$ cat src/rtl/lpm_pkg.sv
package lpm_pkg;

    typedef enum logic {
        LNK_DOWN = 1'b0,
        LNK_UP   = 1'b1
    } link_state_e;

    typedef struct packed {
        logic good;
        logic inv;
    } pulse_qual_t;

    function automatic logic in_window(input int unsigned gap,
                                       input int unsigned lo,
                                       input int unsigned hi);
        return (gap >= lo) && (gap <= hi);
    endfunction

endpackage

$ cat src/rtl/lpm_pulse_gate.sv
module lpm_pulse_gate
    import lpm_pkg::*;
#(
    parameter int unsigned MIN_GAP = 5,
    parameter int unsigned MAX_GAP = 30
) (
    input  logic        clk,
    input  logic        rst,
    input  logic        en,
    input  logic        tick,
    input  logic        pulse_ok,
    input  logic        pulse_inv,
    output pulse_qual_t qual
);
    localparam int unsigned GW = $clog2(MAX_GAP + 2);
    localparam logic [GW-1:0] SAT = GW'(MAX_GAP + 1);

    logic [GW-1:0] gap;
    logic          win;

    always_ff @(posedge clk) begin
        if (rst) begin
            gap <= SAT;
        end else if (pulse_ok || pulse_inv) begin
            gap <= '0;
        end else if (tick && (gap != SAT)) begin
            gap <= gap + 1'b1;
        end
    end

    always_comb begin
        win      = in_window(int'(gap), MIN_GAP, MAX_GAP);
        qual.good = en && pulse_ok && win;
        qual.inv  = en && pulse_inv && !pulse_ok && win;
    end

    assert_one_kind_R2: assert property (@(posedge clk) disable iff (rst)
        !(qual.good && qual.inv));

    assert_gate_off_R8: assert property (@(posedge clk) disable iff (rst)
        !en |-> !(qual.good || qual.inv));

endmodule

$ cat src/rtl/lpm_link_fsm.sv
module lpm_link_fsm
    import lpm_pkg::*;
#(
    parameter int unsigned LOSS_MS  = 100,
    parameter int unsigned POL_MS   = 112,
    parameter int unsigned WAKE_CNT = 3
) (
    input  logic clk,
    input  logic rst,
    input  logic en,
    input  logic tick,
    input  logic act,
    output logic link_ok,
    output logic pol_reset
);
    localparam int unsigned IW = $clog2(LOSS_MS + 1);
    localparam int unsigned PW = $clog2(POL_MS + 1);
    localparam int unsigned WW = $clog2(WAKE_CNT + 1);

    link_state_e   st;
    logic [IW-1:0] idle;
    logic [PW-1:0] ptmr;
    logic [WW-1:0] wake;

    always_ff @(posedge clk) begin
        if (rst) begin
            st   <= LNK_DOWN;
            idle <= '0;
            ptmr <= '0;
            wake <= '0;
        end else if (!en) begin
            st   <= LNK_UP;
            idle <= '0;
            ptmr <= '0;
            wake <= '0;
        end else begin
            case (st)
                LNK_UP: begin
                    if (act) begin
                        idle <= '0;
                    end else if (tick) begin
                        if (idle == IW'(LOSS_MS - 1)) begin
                            st   <= LNK_DOWN;
                            idle <= '0;
                            ptmr <= '0;
                            wake <= '0;
                        end else begin
                            idle <= idle + 1'b1;
                        end
                    end
                end
                default: begin
                    if (act) begin
                        ptmr <= '0;
                        if (wake == WW'(WAKE_CNT - 1)) begin
                            st   <= LNK_UP;
                            wake <= '0;
                            idle <= '0;
                        end else begin
                            wake <= wake + 1'b1;
                        end
                    end else if (tick && (ptmr != PW'(POL_MS))) begin
                        ptmr <= ptmr + 1'b1;
                    end
                end
            endcase
        end
    end

    assign link_ok   = (st == LNK_UP);
    assign pol_reset = en && (st == LNK_DOWN) && !act && tick && (ptmr == PW'(POL_MS - 1));

    assert_fall_on_tick_R4: assert property (@(posedge clk) disable iff (rst)
        $fell(link_ok) |-> ($past(tick) && !$past(act)));

    assert_rise_on_act_R3: assert property (@(posedge clk) disable iff (rst)
        $rose(link_ok) |-> ($past(act) || !$past(en)));

    assert_up_when_off_R8: assert property (@(posedge clk) disable iff (rst)
        !en |=> link_ok);

endmodule

$ cat src/rtl/lpm_polarity.sv
module lpm_polarity #(
    parameter int unsigned INV_LIMIT = 16,
    parameter int unsigned REV_LIMIT = 4
) (
    input  logic clk,
    input  logic rst,
    input  logic valid_good,
    input  logic valid_inv,
    input  logic frame_ok,
    input  logic frame_rev,
    input  logic pol_reset,
    output logic invert
);
    localparam int unsigned ICW = $clog2(INV_LIMIT + 1);
    localparam int unsigned RCW = $clog2(REV_LIMIT + 1);

    logic [ICW-1:0] icnt, icnt_n;
    logic [RCW-1:0] rcnt, rcnt_n;
    logic           flip;

    always_comb begin
        if (valid_good)     icnt_n = '0;
        else if (valid_inv) icnt_n = icnt + 1'b1;
        else                icnt_n = icnt;
        if (frame_rev)      rcnt_n = rcnt + 1'b1;
        else if (frame_ok)  rcnt_n = '0;
        else                rcnt_n = rcnt;
        flip = (icnt_n == ICW'(INV_LIMIT)) || (rcnt_n == RCW'(REV_LIMIT));
    end

    always_ff @(posedge clk) begin
        if (rst || pol_reset) begin
            invert <= 1'b0;
            icnt   <= '0;
            rcnt   <= '0;
        end else if (flip) begin
            invert <= !invert;
            icnt   <= '0;
            rcnt   <= '0;
        end else begin
            icnt <= icnt_n;
            rcnt <= rcnt_n;
        end
    end

    assert_flip_cause_R5: assert property (@(posedge clk) disable iff (rst)
        !$stable(invert) |-> ($past(valid_inv) || $past(frame_rev) || $past(pol_reset)));

    assert_revert_R7: assert property (@(posedge clk) disable iff (rst)
        pol_reset |=> !invert);

    assert_good_no_flip_R6: assert property (@(posedge clk) disable iff (rst)
        (valid_good && !frame_rev && !pol_reset) |=> $stable(invert));

endmodule

$ cat src/rtl/link_polarity_monitor.sv
module link_polarity_monitor
    import lpm_pkg::*;
#(
    parameter int unsigned MIN_GAP   = 5,
    parameter int unsigned MAX_GAP   = 30,
    parameter int unsigned LOSS_MS   = 100,
    parameter int unsigned POL_MS    = 112,
    parameter int unsigned WAKE_CNT  = 3,
    parameter int unsigned INV_LIMIT = 16,
    parameter int unsigned REV_LIMIT = 4
) (
    input  logic clk,
    input  logic rst,
    input  logic ms_tick,
    input  logic link_test_en,
    input  logic pulse_ok,
    input  logic pulse_inv,
    input  logic frame_end_ok,
    input  logic frame_end_rev,
    output logic link_ok,
    output logic tx_enable,
    output logic pol_invert
);
    pulse_qual_t qual;
    logic        activity;
    logic        pol_reset;

    lpm_pulse_gate #(.MIN_GAP(MIN_GAP), .MAX_GAP(MAX_GAP)) gate_i (
        .clk(clk), .rst(rst), .en(link_test_en), .tick(ms_tick),
        .pulse_ok(pulse_ok), .pulse_inv(pulse_inv), .qual(qual)
    );

    assign activity = qual.good || frame_end_ok || frame_end_rev;

    lpm_link_fsm #(.LOSS_MS(LOSS_MS), .POL_MS(POL_MS), .WAKE_CNT(WAKE_CNT)) fsm_i (
        .clk(clk), .rst(rst), .en(link_test_en), .tick(ms_tick),
        .act(activity), .link_ok(link_ok), .pol_reset(pol_reset)
    );

    lpm_polarity #(.INV_LIMIT(INV_LIMIT), .REV_LIMIT(REV_LIMIT)) pol_i (
        .clk(clk), .rst(rst), .valid_good(qual.good), .valid_inv(qual.inv),
        .frame_ok(frame_end_ok), .frame_rev(frame_end_rev),
        .pol_reset(pol_reset), .invert(pol_invert)
    );

    assign tx_enable = link_ok;

    assert_reset_state_R1: assert property (@(posedge clk)
        $past(rst) |-> (!link_ok && !pol_invert));

endmodule

$ cat config.mk
export PLATFORM = sky130hd
export DESIGN_NAME = link_polarity_monitor
export DESIGN_NICKNAME = d
export VERILOG_FILES = /design/src/rtl/lpm_pkg.sv /design/src/rtl/lpm_pulse_gate.sv /design/src/rtl/lpm_link_fsm.sv /design/src/rtl/lpm_polarity.sv /design/src/rtl/link_polarity_monitor.sv
export SDC_FILE = /design/constraint.sdc
export NUM_CORES = 1
export LEC_CHECK = 0
export ABC_AREA = 0
export BUFFER_PORTS_ARGS = -buffer_cell sky130_fd_sc_hd__buf_2
export CAP_MARGIN = 20
export CORE_UTILIZATION = 50
export DETAILED_ROUTE_END_ITERATION = 10
export GPL_TIMING_DRIVEN = 0
export PLACE_DENSITY_LB_ADDON = 0.05
export SYNTH_ARGS = -nofsm -noshare
export SYNTH_HDL_FRONTEND = slang
export SYNTH_SLANG_ARGS = --single-unit
$ cat constraint.sdc
create_clock -name clk -period 3.7 [get_ports clk]
set_clock_uncertainty 0.05 [all_clocks]
set_input_delay 0.37 -clock clk [delete_from_list [all_inputs] [get_ports clk]]
set_output_delay 0.37 -clock clk [all_outputs]
set_load 0.01 [all_outputs]
==> results.tsv, run 1 <==
stage	metric	value	unit
outcome	outcome	completed	
drt	routedWlPerCell	12.9	um
logic_synthesis	synth_cell_types	46	
setup_path	startpoint_type	flip-flop	
timing	max_freq	331	MHz
timing	fin_crit_sh	0.816	
logic_synthesis	netlist_area	1810	sq um
cts	cts_buffer_depth	2	
logic_synthesis	synthFlopType	dfxtp_1	
timing	rsz0062_at_grt	no	
setup_path	crit_fanout	7	
grt	grt_usage	0.205	
timing	fin_tns_setup	0	ns
hold_path	whs_path_depth	2	
drt	firstDrtPassIters	4	
drt	drt-total-wl	3520	um
cts	postCtsSetupBuffers	0	
floorplanning	rows	21	
logic_synthesis	ys_seq_area_frac	0.344	
logic_synthesis	yosys_warnings	0	
drt	drtIter0Drc	75	
drt	avgViaCountPerCell	5.64	
setup_path	r2r_end	fsm_i.ptmr[5]	
setup_path	end_kind	flip-flop	
hold_path	min_to	fsm_i.link_ok	
logic_synthesis	synth_edf_count	0	
layout	final_cells	272	
logic_synthesis	synth_fp_nets	229	
cts	htreeDepth	2	
logic_synthesis	async_flop_share	0	
cts	cts_made_buffers	5	
timing	slew_headroom	0.597	
cts	cts_resized	0	
grt	grt_pass1_wl	5660	um
setup_path	rr_worst_depth	11	
pwr	power_leakage	0.755	nW
logic_synthesis	syn_inst	210	
setup_path	regToRegStartpoint	gate_i.gap[1]	
timing	hold_viol	0	
hold_path	hold_class	in -> reg	
pwr	power	637	uW
setup_path	worstPathRequired	3.86	ns
hold_path	hold_start	link_test_en	
floorplanning	coreArea	3390	sq um
layout	layout.nets	244	
cts	tritoncts	yes	
setup_path	cp.arrival	3.18	ns
placed_design	post-dp-hpwl	2590	um
floorplanning	floorplan.initialDensity	0.533	
cts	clock_sinks	31	
run	max_cap_viol_count	0	
cts	cts.clk_slew.worst_paths	0.09	ns
placed_design	gp_congestion	0.809	
timing	drv_slew	0	
cts	hold_buffers	0	
drt	route.detailed.drc	0	
floorplanning	dieArea	3860	sq um
timing	fin_crit	3.02	ns
pwr	pwr_density_cell	326	nW/um^2
placed_design	dp.cells	264	
logic_synthesis	synth_area_per_cell	8.60	sq um
grt	grt_pass1_vias	1333	
placed_design	port_buffers	8	
grt	gr-total-overflow	0	
grt	antenna_found_initial	0	
logic_synthesis	synth_seq_cells	31	
floorplanning	ios	11	
pwr	vdd_ir_drop_max	0.000192	V
setup_path	crit_type	reg -> reg	
timing	setup_violations	0	
layout	layout-drive-gt1-share	0.0973	
drt	postRouteAntennaNets	0	
timing	tightest_slew	0.598	ns
layout	antenna_cells	0	
drt	vias	1535	
cts	insertion_delay	0.33	ns
layout	area_delta_synth_final	8.18	%
floorplanning	die_y	62.1	um
cts	clock-root-buffer	clkbuf_4	
grt	grt_start_max_net_pins	11	
setup_path	r2r_slack	0.68	ns
floorplanning	die_w	62.1	um
layout	final_core_util	0.576	
[registers in the layout (all words and copies together) (netlist names)]
signal,count
fsm_i.wake,2
pol_i.invert,1
pol_i.rcnt,3
fsm_i.idle,7
pol_i.icnt,5
fsm_i.ptmr,7
gate_i.gap,5
fsm_i.link_ok,1
[where the power goes]
part | internal, mW | switching [mW] | total [mW] | leakage (nW)
Clock | 0.0739 | 0.114 | 0.187 | 0.0293
Combinational | 0.0384 | 0.0582 | 0.0966 | 0.474
Sequential | 0.343 | 0.0105 | 0.353 | 0.253
[cell usage in the layout (no fill, tap or decap), drive strengths merged, types with 4 or more instances in the layout]
cell type and count:
a21o 6, a21oi 12, and2 7, and3 5
buf 10, clkbuf 9, dfxtp 31, ha 11
inv 10, mux2i 4, nand2 14, nand3 9
nand4 8, nor2 26, nor3 4, o21ai 8
xnor2 10, xor2 6
[per-layer routing]
metal  wire, um  track usage
met5          0            0
met4         65       0.0794
met3        132       0.0704
met2       1710        0.354
met1       1620        0.232
[layout make-up]
type	instances	area, sq um
Buffer	4	18.8
Clock buffer	7	45.0
Clock inverter	1	5.00
Fill cell	303	1440
Inverter	10	37.5
Multi-Input combinational cell	165	1130
Sequential cell	31	621
Tap cell	46	57.6
Timing Repair Buffer	8	40.0
[cell families (layout without fill, tap and decap cells)]
group,Yosys count,in the layout,synth area share
DFF,31,31,0.344
AOI/OAI and AO/OA,45,45,0.194
xor gates and xnor gates,16,16,0.0776
muxes,5,5,0.0284
buffers and inverters,14,30,0.0312
and+or+nand+nor,88,88,0.249
adders and majority gates,11,11,0.0762
[metrics by stage]
stage | instance area (sq um) | hold WS (ns) | worst slack (ns)
2_1_floorplan | 1810 | 0.398 | 1.08
3_3_place_gp | 1900 | 0.407 | 0.772
3_5_place_dp | 1900 | 0.424 | 0.724
4_1_cts | 1950 | 0.277 | 0.700
5_1_grt | 1950 | 0.270 | 0.401
6_report | 1950 | 0.293 | 0.679
[worst max-delay path, cell delays in order (launching register included)]
cell      delay [ns]
dfxtp_1         0.45
inv_1           0.07
ha_1            0.18
o31a_1          0.29
o221a_2         0.36
a21boi_2        0.29
inv_1           0.15
ha_1            0.23
a21oi_1         0.42
nand3_1         0.16
xor2_1          0.18
nor2_1          0.05
[worst max-delay path by stage]
stage / start / to / depth (start not counted)
2_1_floorplan: gate_i.gap[1] / fsm_i.wake[1] / 10
3_3_place_gp: gate_i.gap[1] / fsm_i.ptmr[0] / 11
3_5_place_dp: gate_i.gap[1] / fsm_i.ptmr[0] / 11
4_1_cts: gate_i.gap[1] / fsm_i.ptmr[5] / 11
5_1_grt: gate_i.gap[1] / fsm_i.ptmr[0] / 11
6_report: gate_i.gap[1] / fsm_i.ptmr[5] / 11
[synthesized netlist by cell type (3+ instances only)]
master    n  area share
dfxtp_1  31        0.34
nor2_1   26       0.054
nand2_1  14       0.029
a21oi_1  12       0.033
ha_1     11       0.076
inv_1    10       0.021
xnor2_1  10       0.049
nand3_1   9       0.025
nand4_1   8       0.028
and2_1    7       0.024
a21o_1    6       0.025
xor2_1    6       0.029
and3_1    5       0.017
o21ai_0   5       0.014
mux2i_1   4       0.022
nor3_1    4       0.011
a22oi_1   3       0.012
nor2b_1   3       0.010
o21ai_1   3      0.0083
Power figures use the tool's default switching activity.
==> run 2: changes to the inputs <==
clock period = 3 ns   (was 3.7 ns; I/O delays follow)
==> results.tsv, run 2 (synthesis gave the netlist of run 1 again) <==
stage	metric	value	unit
placed_design	port_buffers	8	
drt	postRouteAntennaNets	0	
setup_path	rr_worst_depth	10	
cts	cts_resized	0	
layout	layout-drive-gt1-share	0.106	
floorplanning	die_y	62.1	um
outcome	outcome	completed	
floorplanning	coreArea	3390	sq um
timing	slew_headroom	0.597	
grt	grt_pass1_vias	1333	
timing	max_freq	360	MHz
cts	cts_buffer_depth	2	
cts	htreeDepth	2	
setup_path	worstPathRequired	3.22	ns
pwr	vdd_ir_drop_max	0.000238	V
timing	fin_ws	0.223	ns
layout	layout_commonest_cell	dfxtp_1	
setup_path	path_cells	inv_1 > ha_1 > o31a_1 > o221a_2 > a21boi_4 > inv_1 > ha_1 > o21ai_1 > or4b_1 > a21oi_1	
timing	tightest_slew	0.598	ns
cts	clock-root-buffer	clkbuf_4	
grt	grt_usage	0.205	
placed_design	dp.cells	264	
timing	drv_slew	0	
timing	fin_tns_setup	0	ns
hold_path	whs_path_depth	2	
pwr	power_leakage	0.759	nW
pwr	pwr_density_cell	401	nW/um^2
cts	cts_made_buffers	5	
setup_path	cp.arrival	3.00	ns
drt	vias	1541	
setup_path	slowest_stage	or4b_1	
layout	area_delta_synth_final	8.87	%
hold_path	hold_class	in -> reg	
setup_path	end_kind	flip-flop	
run	max_cap_viol_count	0	
layout	fillers	300	
placed_design	post-dp-hpwl	2590	um
setup_path	crit_type	reg -> reg	
cts	hold_buffers	0	
cts	insertion_delay	0.33	ns
timing	setup_violations	0	
layout	top_regs	fsm_i.idle: 7 flops, fsm_i.ptmr: 7 flops	
cts	cts.clk_slew.worst_paths	0.09	ns
cts	clock_sinks	31	
cts	postCtsSetupBuffers	0	
floorplanning	dieArea	3860	sq um
drt	firstDrtPassIters	4	
drt	route.detailed.drc	0	
timing	fin_crit	2.78	ns
layout	layout.nets	244	
cts	tritoncts	yes	
setup_path	startpoint_type	flip-flop	
drt	drtIter0Drc	101	
grt	grt_start_max_net_pins	11	
grt	antenna_found_initial	0	
floorplanning	ios	11	
floorplanning	floorplan.initialDensity	0.533	
drt	routedWlPerCell	13.0	um
grt	gr-total-overflow	0	
layout	ff_latch_area	622	sq um
drt	drt-total-wl	3550	um
placed_design	pre_cts_ws	0.0235	ns
setup_path	cpPeakStageDelay	0.48	ns
setup_path	crit_fanout	7	
placed_design	gp_congestion	0.809	
drt	avgViaCountPerCell	5.67	
floorplanning	rows	21	
timing	rsz0062_at_grt	no	
grt	grt_pass1_wl	5660	um
layout	antenna_cells	0	
layout	final_cell_mix	dfxtp_1, nor2_1, nand2_1	
layout	final_cells	272	
timing	fin_crit_sh	0.926	
timing	hold_viol	0	
pwr	power	788	uW
layout	multi_input_area	1140	sq um
floorplanning	die_w	62.1	um
layout	final_core_util	0.580	
-- run 2: area by class of cell --
class | count | share of cell area
inverters | 10 | 0.0191
repair buffers | 8 | 0.0204
clock buffers | 7 | 0.0229
multi-input cells | 165 | 0.580
clock inverters | 1 | 0.00255
plain buffers | 4 | 0.00955
well taps | 46 | 0.0293
flip-flops and latches | 31 | 0.316
-- run 2: metal layers --
| metal | part of all wire | GRT usage |
|---|---|---|
| met2 | 0.49 | 0.354 |
| met5 | 0 | 0 |
| met3 | 0.036 | 0.0704 |
| met1 | 0.46 | 0.232 |
| met4 | 0.020 | 0.0794 |
-- run 2: final timing paths --
check / startpoint / end / slack, ns
worst max register to register: gate_i.gap[1] / fsm_i.wake[1] / 0.22
worst max-delay path: gate_i.gap[1] / fsm_i.wake[1] / 0.22
worst min-delay path: link_test_en / fsm_i.link_ok / 0.22
worst min register to register: fsm_i.wake[1] / fsm_i.wake[1] / 0.43
-- run 2: through the flow --
step                      cell area (sq um)  hold WS, ns
after global routing                   1970        0.200
after CTS                              1950        0.207
after detailed placement               1900        0.424
final                                  1970        0.223
after floorplan                        1810        0.342
after global placement                 1900        0.407
-- run 2: worst max-delay path: cells and delay by family, from the launching register on --
family / cells / cell delay, ns
simple gates: 1 / 0.48
fa+ha+maj: 2 / 0.47
compound gates: 5 / 1.13
buf+inv: 2 / 0.19
flops: 1 / 0.40
-- run 2: power breakdown --
part	switching (mW)	leakage, nW	internal, mW
logic	0.0729	0.477	0.0485
clock network	0.140	0.0293	0.0912
registers	0.0129	0.253	0.423
total	0.226	0.759	0.563
